`config.mk`:
```
export PLATFORM = sky130hd
export DESIGN_NAME = flash_sector_guard
export DESIGN_NICKNAME = d
export VERILOG_FILES = /design/src/rtl/flash_prot_pkg.sv /design/src/rtl/flash_sector_decode.sv /design/src/rtl/flash_sector_cell.sv /design/src/rtl/flash_sector_guard.sv
export SDC_FILE = /design/constraint.sdc
export NUM_CORES = 1
export LEC_CHECK = 0
export BUFFER_PORTS_ARGS = -buffer_cell sky130_fd_sc_hd__buf_2
export CAP_MARGIN = 20
export CORE_MARGIN = 2
export CORE_UTILIZATION = 55
export CTS_BUF_LIST = sky130_fd_sc_hd__clkbuf_2 sky130_fd_sc_hd__clkbuf_4 sky130_fd_sc_hd__clkbuf_8
export CTS_CLUSTER_DIAMETER = 30
export DETAILED_ROUTE_END_ITERATION = 7
export MAX_ROUTING_LAYER = met4
export PLACE_DENSITY = 0.75
export SLEW_MARGIN = 25
export SYNTH_ARGS = -nofsm -noshare
export SYNTH_HDL_FRONTEND = slang
export SYNTH_SLANG_ARGS = --single-unit
```
`constraint.sdc`:
```
create_clock -name clk -period 5 [get_ports clk]
set_input_delay 1 -clock clk [delete_from_list [all_inputs] [get_ports clk]]
set_output_delay 1 -clock clk [all_outputs]
set_load 0.005 [all_outputs]
```
`src/rtl/flash_prot_pkg.sv`:
```
package flash_prot_pkg;

    localparam int FP_ADDR_W  = 22;
    localparam int FP_SMALL_W = 12;
    localparam int FP_LARGE_W = 15;
    localparam int FP_N_SMALL = 8;
    localparam int FP_N_LARGE = ((1 << FP_ADDR_W) - FP_N_SMALL * (1 << FP_SMALL_W)) >> FP_LARGE_W;
    localparam int FP_N_SECT  = FP_N_SMALL + FP_N_LARGE;
    localparam int FP_IDX_W   = $clog2(FP_N_SECT);

    typedef enum logic [1:0] {
        ST_UNLOCKED = 2'b00,
        ST_LOCKED   = 2'b01,
        ST_LOCKDOWN = 2'b11
    } prot_state_e;

    typedef enum logic [1:0] {
        OP_NONE     = 2'b00,
        OP_LOCK     = 2'b01,
        OP_UNLOCK   = 2'b10,
        OP_LOCKDOWN = 2'b11
    } prot_op_e;

    // Transition rule for a single sector
    function automatic prot_state_e prot_next(prot_state_e cur, prot_op_e op);
        prot_state_e nxt;
        nxt = cur;
        case (op)
            OP_LOCK:     if (cur != ST_LOCKDOWN) nxt = ST_LOCKED;
            OP_UNLOCK:   if (cur != ST_LOCKDOWN) nxt = ST_UNLOCKED;
            OP_LOCKDOWN: nxt = ST_LOCKDOWN;
            default:     nxt = cur;
        endcase
        return nxt;
    endfunction

endpackage

```
`src/rtl/flash_sector_decode.sv`:
```
module flash_sector_decode #(
    parameter int ADDR_W  = flash_prot_pkg::FP_ADDR_W,
    parameter int SMALL_W = flash_prot_pkg::FP_SMALL_W,
    parameter int LARGE_W = flash_prot_pkg::FP_LARGE_W,
    parameter int N_SMALL = flash_prot_pkg::FP_N_SMALL,
    parameter int IDX_W   = flash_prot_pkg::FP_IDX_W
) (
    input  logic              top_layout,
    input  logic [ADDR_W-1:0] addr,
    output logic [IDX_W-1:0]  idx
);
    // The small sectors together fill exactly one large-sector slot.
    localparam int SLOT_W = ADDR_W - LARGE_W;
    localparam int SUB_W  = LARGE_W - SMALL_W;

    logic [SLOT_W-1:0] slot;
    logic [SUB_W-1:0]  sub;

    assign slot = addr[ADDR_W-1:LARGE_W];
    assign sub  = addr[LARGE_W-1:SMALL_W];

    always_comb begin
        if (top_layout) begin
            // Last slot holds the small sectors; they follow the large ones.
            if (slot == {SLOT_W{1'b1}})
                idx = IDX_W'(slot) + IDX_W'(sub);
            else
                idx = IDX_W'(slot);
        end else begin
            // First slot holds the small sectors; large ones are shifted up.
            if (slot == '0)
                idx = IDX_W'(sub);
            else
                idx = IDX_W'(slot) + IDX_W'(N_SMALL - 1);
        end
    end

endmodule

```
`src/rtl/flash_sector_cell.sv`:
```
module flash_sector_cell
    import flash_prot_pkg::*;
(
    input  logic        clk,
    input  logic        rst,
    input  logic        hit,
    input  prot_op_e    op,
    output prot_state_e state
);
    always_ff @(posedge clk) begin
        if (rst)
            state <= ST_LOCKED;
        else if (hit)
            state <= prot_next(state, op);
    end
endmodule

```
`src/rtl/flash_sector_guard.sv`:
```
module flash_sector_guard
    import flash_prot_pkg::*;
#(
    parameter int ADDR_W  = FP_ADDR_W,
    parameter int SMALL_W = FP_SMALL_W,
    parameter int LARGE_W = FP_LARGE_W,
    parameter int N_SMALL = FP_N_SMALL
) (
    input  logic              clk,
    input  logic              rst,
    input  logic              boot_top,
    input  logic              vpp_lock,
    input  logic              cmd_valid,
    input  logic [1:0]        cmd_op,
    input  logic [ADDR_W-1:0] cmd_addr,
    input  logic [ADDR_W-1:0] qry_addr,
    output logic [1:0]        qry_state,
    output logic              wr_permit
);
    localparam int N_LARGE = ((1 << ADDR_W) - N_SMALL * (1 << SMALL_W)) >> LARGE_W;
    localparam int N_SECT  = N_SMALL + N_LARGE;
    localparam int IDX_W   = $clog2(N_SECT);

    logic [IDX_W-1:0] cmd_idx;
    logic [IDX_W-1:0] qry_idx;
    prot_state_e      sect_st [N_SECT];
    prot_state_e      sel_st;

    flash_sector_decode #(
        .ADDR_W(ADDR_W), .SMALL_W(SMALL_W), .LARGE_W(LARGE_W),
        .N_SMALL(N_SMALL), .IDX_W(IDX_W)
    ) u_cmd_dec (
        .top_layout(boot_top),
        .addr      (cmd_addr),
        .idx       (cmd_idx)
    );

    flash_sector_decode #(
        .ADDR_W(ADDR_W), .SMALL_W(SMALL_W), .LARGE_W(LARGE_W),
        .N_SMALL(N_SMALL), .IDX_W(IDX_W)
    ) u_qry_dec (
        .top_layout(boot_top),
        .addr      (qry_addr),
        .idx       (qry_idx)
    );

    for (genvar i = 0; i < N_SECT; i++) begin : g_sect
        logic hit;
        assign hit = cmd_valid && (cmd_idx == IDX_W'(i));
        flash_sector_cell u_cell (
            .clk  (clk),
            .rst  (rst),
            .hit  (hit),
            .op   (prot_op_e'(cmd_op)),
            .state(sect_st[i])
        );
    end

    always_comb begin
        sel_st = ST_LOCKED;
        for (int k = 0; k < N_SECT; k++) begin
            if (qry_idx == IDX_W'(k))
                sel_st = sect_st[k];
        end
    end

    assign qry_state = sel_st;
    assign wr_permit = !vpp_lock && (sel_st == ST_UNLOCKED);

endmodule

```
Word-level counts from Yosys, hierarchy flattened
Index checks and enable logic that the tools add are counted.

operators by class
  mux-type cells = 546
  $add $sub $neg = 4
  reduce and logical (&&, ||, !) cells = 278
  eq/ne operators = 678

operator list
  cell                                                                   number
  8-bit by 7-bit equality test with 1-bit output, second input constant  128
  2-bit 2-to-1 mux                                                       405
  2-bit case mux with 3 select lines                                     135
  2-bit by 1-bit != test with 1-bit output, second input constant        270
  4-bit AND reduction                                                    135
  8-bit by 6-bit equality test with 1-bit output, second input constant  64
  2-bit != test, second input constant                                   135
  8-bit by 5-bit equality test with 1-bit output, second input constant  32
  1-bit logical AND                                                      136
  8-bit by 4-bit equality test with 1-bit output, second input constant  16
  8-bit equality test, second input constant                             14
  8-bit by 3-bit equality test with 1-bit output, second input constant  8
  8-bit 2-to-1 mux                                                       6
  8-bit by 2-bit equality test with 1-bit output, second input constant  4
  7-bit by 3-bit adder with 8-bit output                                 2
  7-bit by 3-bit adder with 8-bit output, second input constant          2
  8-bit by 1-bit equality test with 1-bit output, second input constant  2
  8-bit logical NOT                                                      2
  7-bit equality test, second input constant                             2
  7-bit logical NOT                                                      2
  2-bit equality test, second input constant                             2
  3-bit nonzero test                                                     1
  2-bit by 1-bit equality test with 1-bit output, second input constant  1
  2-bit logical NOT                                                      1
  1-bit logical NOT                                                      1

storage, ports and cells
  output and inout bits = 3
  word-level logic and storage cells = 1641
  bits of input ports = 51
  flip-flop bits (word level) = 270

Longest topological paths before layout
  depth after elaboration = 141
  mapped depth = 17
  gate-level depth less buffers = 14

Modules after synthesis
From an unflattened synthesis, not the netlist that was laid out.

second synthesis, totals
  cells, all modules = 2424
  area total of the unflattened synthesis = 16957.5 um^2

modules (own cells, without submodules)
  module               area each (um^2)  sequential area each (um^2)  times used  cells an instance
  flash_sector_cell    82.6              40.0                         135         11
  flash_sector_guard   4946.0            0.0                          1           823
  flash_sector_decode  431.7             0.0                          2           58

Worst setup path after synthesis
OpenSTA, ideal clock, no wires.

  path kind = input -> output
  start = in qry_addr[18]
  end = out wr_permit
  data required time = 4000 ps
  stages on the path = 14
  arrival time = 4297 ps
  path slack = -297 ps
  buffers on the path = 2
  path through = buf_6 -> or4_4 -> nor2_1 -> mux2i_1 -> clkbuf_1 -> a21oi_1 -> a32o_1 -> o21ai_1 -> a31oi_1 -> a2111oi_1 -> a211oi_2 -> o211ai_2 -> a21oi_2 -> a2111oi_2

between the ends
  longest elaborated chain between the ends = 141
  elaborated cells on any way between the ends = 279
  those cells by class = 2 x add/sub; 135 x eq/ne; 138 x mux; 4 x reduce/logical

RTL lines
  what                                                                  RTL line                                              RTL
  start: declaration                                                    flash_sector_guard.sv:16                              input logic [ADDR_W-1:0] qry_addr,
  7-bit by 3-bit adder with 8-bit output, or another cell as far along  flash_sector_decode.sv:34                             idx = IDX_W'(slot) + IDX_W'(N_SMALL - 1);
  8-bit 2-to-1 mux (on tied branches)                                   flash_sector_decode.sv:31, flash_sector_decode.sv:25
  8-bit 2-to-1 mux *                                                    flash_sector_decode.sv:23                             if (top_layout) begin
  8-bit logical NOT                                                     flash_sector_guard.sv:62                              if (qry_idx == IDX_W'(k))
  2-bit 2-to-1 mux (134 in series)                                      flash_sector_guard.sv:62
  2-bit 2-to-1 mux *                                                    flash_sector_guard.sv:62
  2-bit logical NOT *                                                   flash_sector_guard.sv:68                              assign wr_permit = !vpp_lock && (sel_st == ST_UNLOCKED);
  1-bit logical AND *                                                   flash_sector_guard.sv:68
  end: declaration                                                      flash_sector_guard.sv:18                              output logic wr_permit

Mark *: on every way between the ends. The rest lies on a longest branch, timed or not.

Final worst setup path
  start = in qry_addr[21]
  end = out wr_permit

The elaborated chain is that of the path after synthesis.

==> impl_metrics.ini <==
[timing]
finalHoldViolCount = 0
final_max_slew_viol_count = 0
rsz0062_at_grt = yes
finalWorstSetupSlack_ns = -0.689
timing.hold.ws_ns = 0.469
fmax_mhz = 176
tightest_slew_ns = 1.10
post-route-min-period_ns = 5.69
clock_skew_ns = 0.0559
slew_headroom_pct = 26.7
finalSetupViolations = 3
timing.final.crit_share_pct = 114
fin_setup_tns_ns = -1.92

[setup_path]
criticalPathCategory = in -> out
worstPathCellList = buf_6 -> or4_4 -> buf_6 -> nor2_4 -> mux2_4 -> buf_4 -> nor3_2 -> buf_4 -> buf_4 -> buf_4 -> nand4_1 -> o21ai_1 -> nor3_2 -> o32ai_2 -> a2bb2oi_1 -> o31ai_4 -> a2111oi_4 -> buf_2
path_buf_inv = 7
critical_path.startpoint_type = primary input
cp_slowest_cell = or4_4
critPathCaptureType = output port
path_depth = 18
r2r-end = g_sect[133].u_cell.state[0]
critPathRequiredTime_ns = 4.00
crit_fanout = 8
crit_path_frequent_cell = buf_4
critPathCapture = wr_permit
r2r-start = g_sect[133].u_cell.state[0]
max_stage_delay_ns = 0.53
crit_arrival_ns = 4.69
r2r_setup_slack_ns = 3.70
startpoint = qry_addr[21]
crit_family = compound AO/OA/AOI/OAI gates
reg2reg_depth = 3

[clocking]
hold_buffers = 0
clk_latency_ns = 0.67
cts_tree = built
cts_root_buf = clkbuf_8
cts_max_level = 2
path_clk_slew_ns = 0.06
clock_sinks = 270
clockBufferDepth = 3
cts_buffers = 57

[placed_design]
portBuffers = 29
dp.cells = 2767
place_hpwl_mm = 49.0
dpl_worst_slack_ns = -1.06
place.gp.congestion = 1.11

[synth]
synthesis.area_mm2 = 0.0160
synth_fp_nets = 2285
synthCells = 2222
synth_edf_count = 0
yosysWarnings = 0
ys_async_sr_fraction_pct = 0
yosysSeqAreaShare_pct = 33.8
synth_cell_types = 83
syn_avg_cell_area_um2 = 7.21
synth_seq_cells = 270
synthFlopType = dfxtp_1

[global_route]
overflow = 0
grt_pass1_vias = 18003
grt_max_degree = 144
antenna_found_initial = 1
grt_pass1_wl_mm = 104
grtUsageTotal_pct = 45.5

[pwr]
peakVddDrop_mv = 0.257
p_leak_nw = 8.28
power.density_mw_per_mm2 = 302

[detailed_routing]
drt_wl_total_mm = 70.2
wl_per_cell_um = 24.2
ant_nets = 0
drt-initial-drc-count = 2362
vias = 19422
drc = 5
viasPerCell = 6.69
dr.pass1.iters = 8

[floorplan]
fp.dieW_um = 175
core_area_mm2 = 0.0287
die_area_mm2 = 0.0305
die_h_um = 175
rows = 62
start_util_pct = 55.8
ios = 54

[cells_and_area]
largest_reg_flops = 270
largest_register = g_sect.u_cell.state
final_common_cell = nand2_1
reg_top3 = g_sect.u_cell.state (270)
most-common-layout-cells = 451 x nand2_1, 313 x nor2_1, 306 x buf_4, 270 x dfxtp_1, 161 x a21oi_1
fin_util_pct = 72.7
fin_cells = 2903
drive_gt1_share_pct = 23.6
areaGrowthSynthToFinish_pct = 30.3
final_nets = 2538

[run_status]
run_status = finished with violations
violations = DRC, setup timing

[flow_run]
maxCapViolCount = 0

[min_path]
hold_class = reg -> reg
worst reg2reg max path, stage by stage (launching register included):
cell	delay (ns)
dfxtp_1	0.32
a311oi_1	0.49
nor2b_1	0.10
a211o_1	0.28
through the flow:
stage          area [µm²]  total power [W]
6_report            20900          0.00631
5_1_grt             20900          0.00646
4_1_cts             20300          0.00618
3_5_place_dp        18500          0.00334
3_3_place_gp        18500          0.00333
2_1_floorplan       16000          0.00277
how the worst min path moves through the flow:
stage	slack, ns	endpoint	start	cells after the start
6_report	0.47	g_sect[50].u_cell.state[0]	g_sect[50].u_cell.state[0]	2
5_1_grt	0.48	g_sect[71].u_cell.state[0]	g_sect[71].u_cell.state[0]	2
4_1_cts	0.47	g_sect[50].u_cell.state[0]	g_sect[50].u_cell.state[0]	2
3_5_place_dp	0.46	g_sect[10].u_cell.state[0]	g_sect[10].u_cell.state[0]	2
3_3_place_gp	0.45	g_sect[1].u_cell.state[0]	g_sect[1].u_cell.state[0]	2
2_1_floorplan	0.44	g_sect[74].u_cell.state[0]	g_sect[74].u_cell.state[0]	2
cells by family after synthesis:
kind of cell,share of synthesized area [%]
compound gates,29.9
xor+xnor,0.328
fa+ha+maj,1.03
buf+inv,4.92
flops,33.8
mux,4.22
simple gates,25.8
Yosys cell counts, types with 11 or more instances:
master    number  area, µm²
a211oi_1      22        165
a21oi_1      166        831
a221o_1       23        230
a22oi_1      124        931
a311o_1       15        150
a31oi_1       22        138
and3_1        11       68.8
buf_1         21       78.8
buf_2         18       90.1
clkbuf_1     136        510
dfxtp_1      270       5410
inv_1         18       67.6
mux2i_1       57        571
nand2_1      455       1710
nand2b_1      30        188
nand3_1       39        195
nand4_1       14       87.6
nor2_1       318       1190
nor3_1        39        195
o211ai_1      13       97.6
o21ai_0       77        385
o22ai_1       24        150
o31ai_1      100        751
or3_1         26        163
area by class of cell:
cell class	count	area (µm²)
inverters	18	67.6
well taps	384	480
clock buffers	79	1030
diodes	1	2.50
repair buffers	373	3040
clock inverters	23	358
flip-flops and latches	270	5410
fillers	2297	7830
multi-input cells	1755	10500
metal layers:
layer | part of all wire (%) | wire [µm] | track usage [%]
met5 | 0 | 0 | -
met4 | 7.7 | 5430 | 29.4
met3 | 11 | 7920 | 8.27
met2 | 44 | 30900 | 69.3
met1 | 37 | 26000 | 55.5
what timing repair did:
| item | 4_1_cts | 5_1_grt |
|---|---|---|
| endpoints found under the setup margin | 3 | 3 |
| gates resized for setup | 54 | 102 |
| buffers inserted | 19 | 17 |
| endpoints found under the hold margin | 0 | 0 |
| pin swaps | 24 | 38 |
where the power goes:
| group | leakage (nW) | switching, W | internal (W) |
|---|---|---|---|
| registers | 2.18 | 0.00000615 | 0.00216 |
| clock network | 0.702 | 0.00111 | 0.00172 |
| logic | 5.40 | 0.000808 | 0.000506 |
| total | 8.28 | 0.00193 | 0.00438 |
Note: power is estimated with default switching activity, not from simulation.
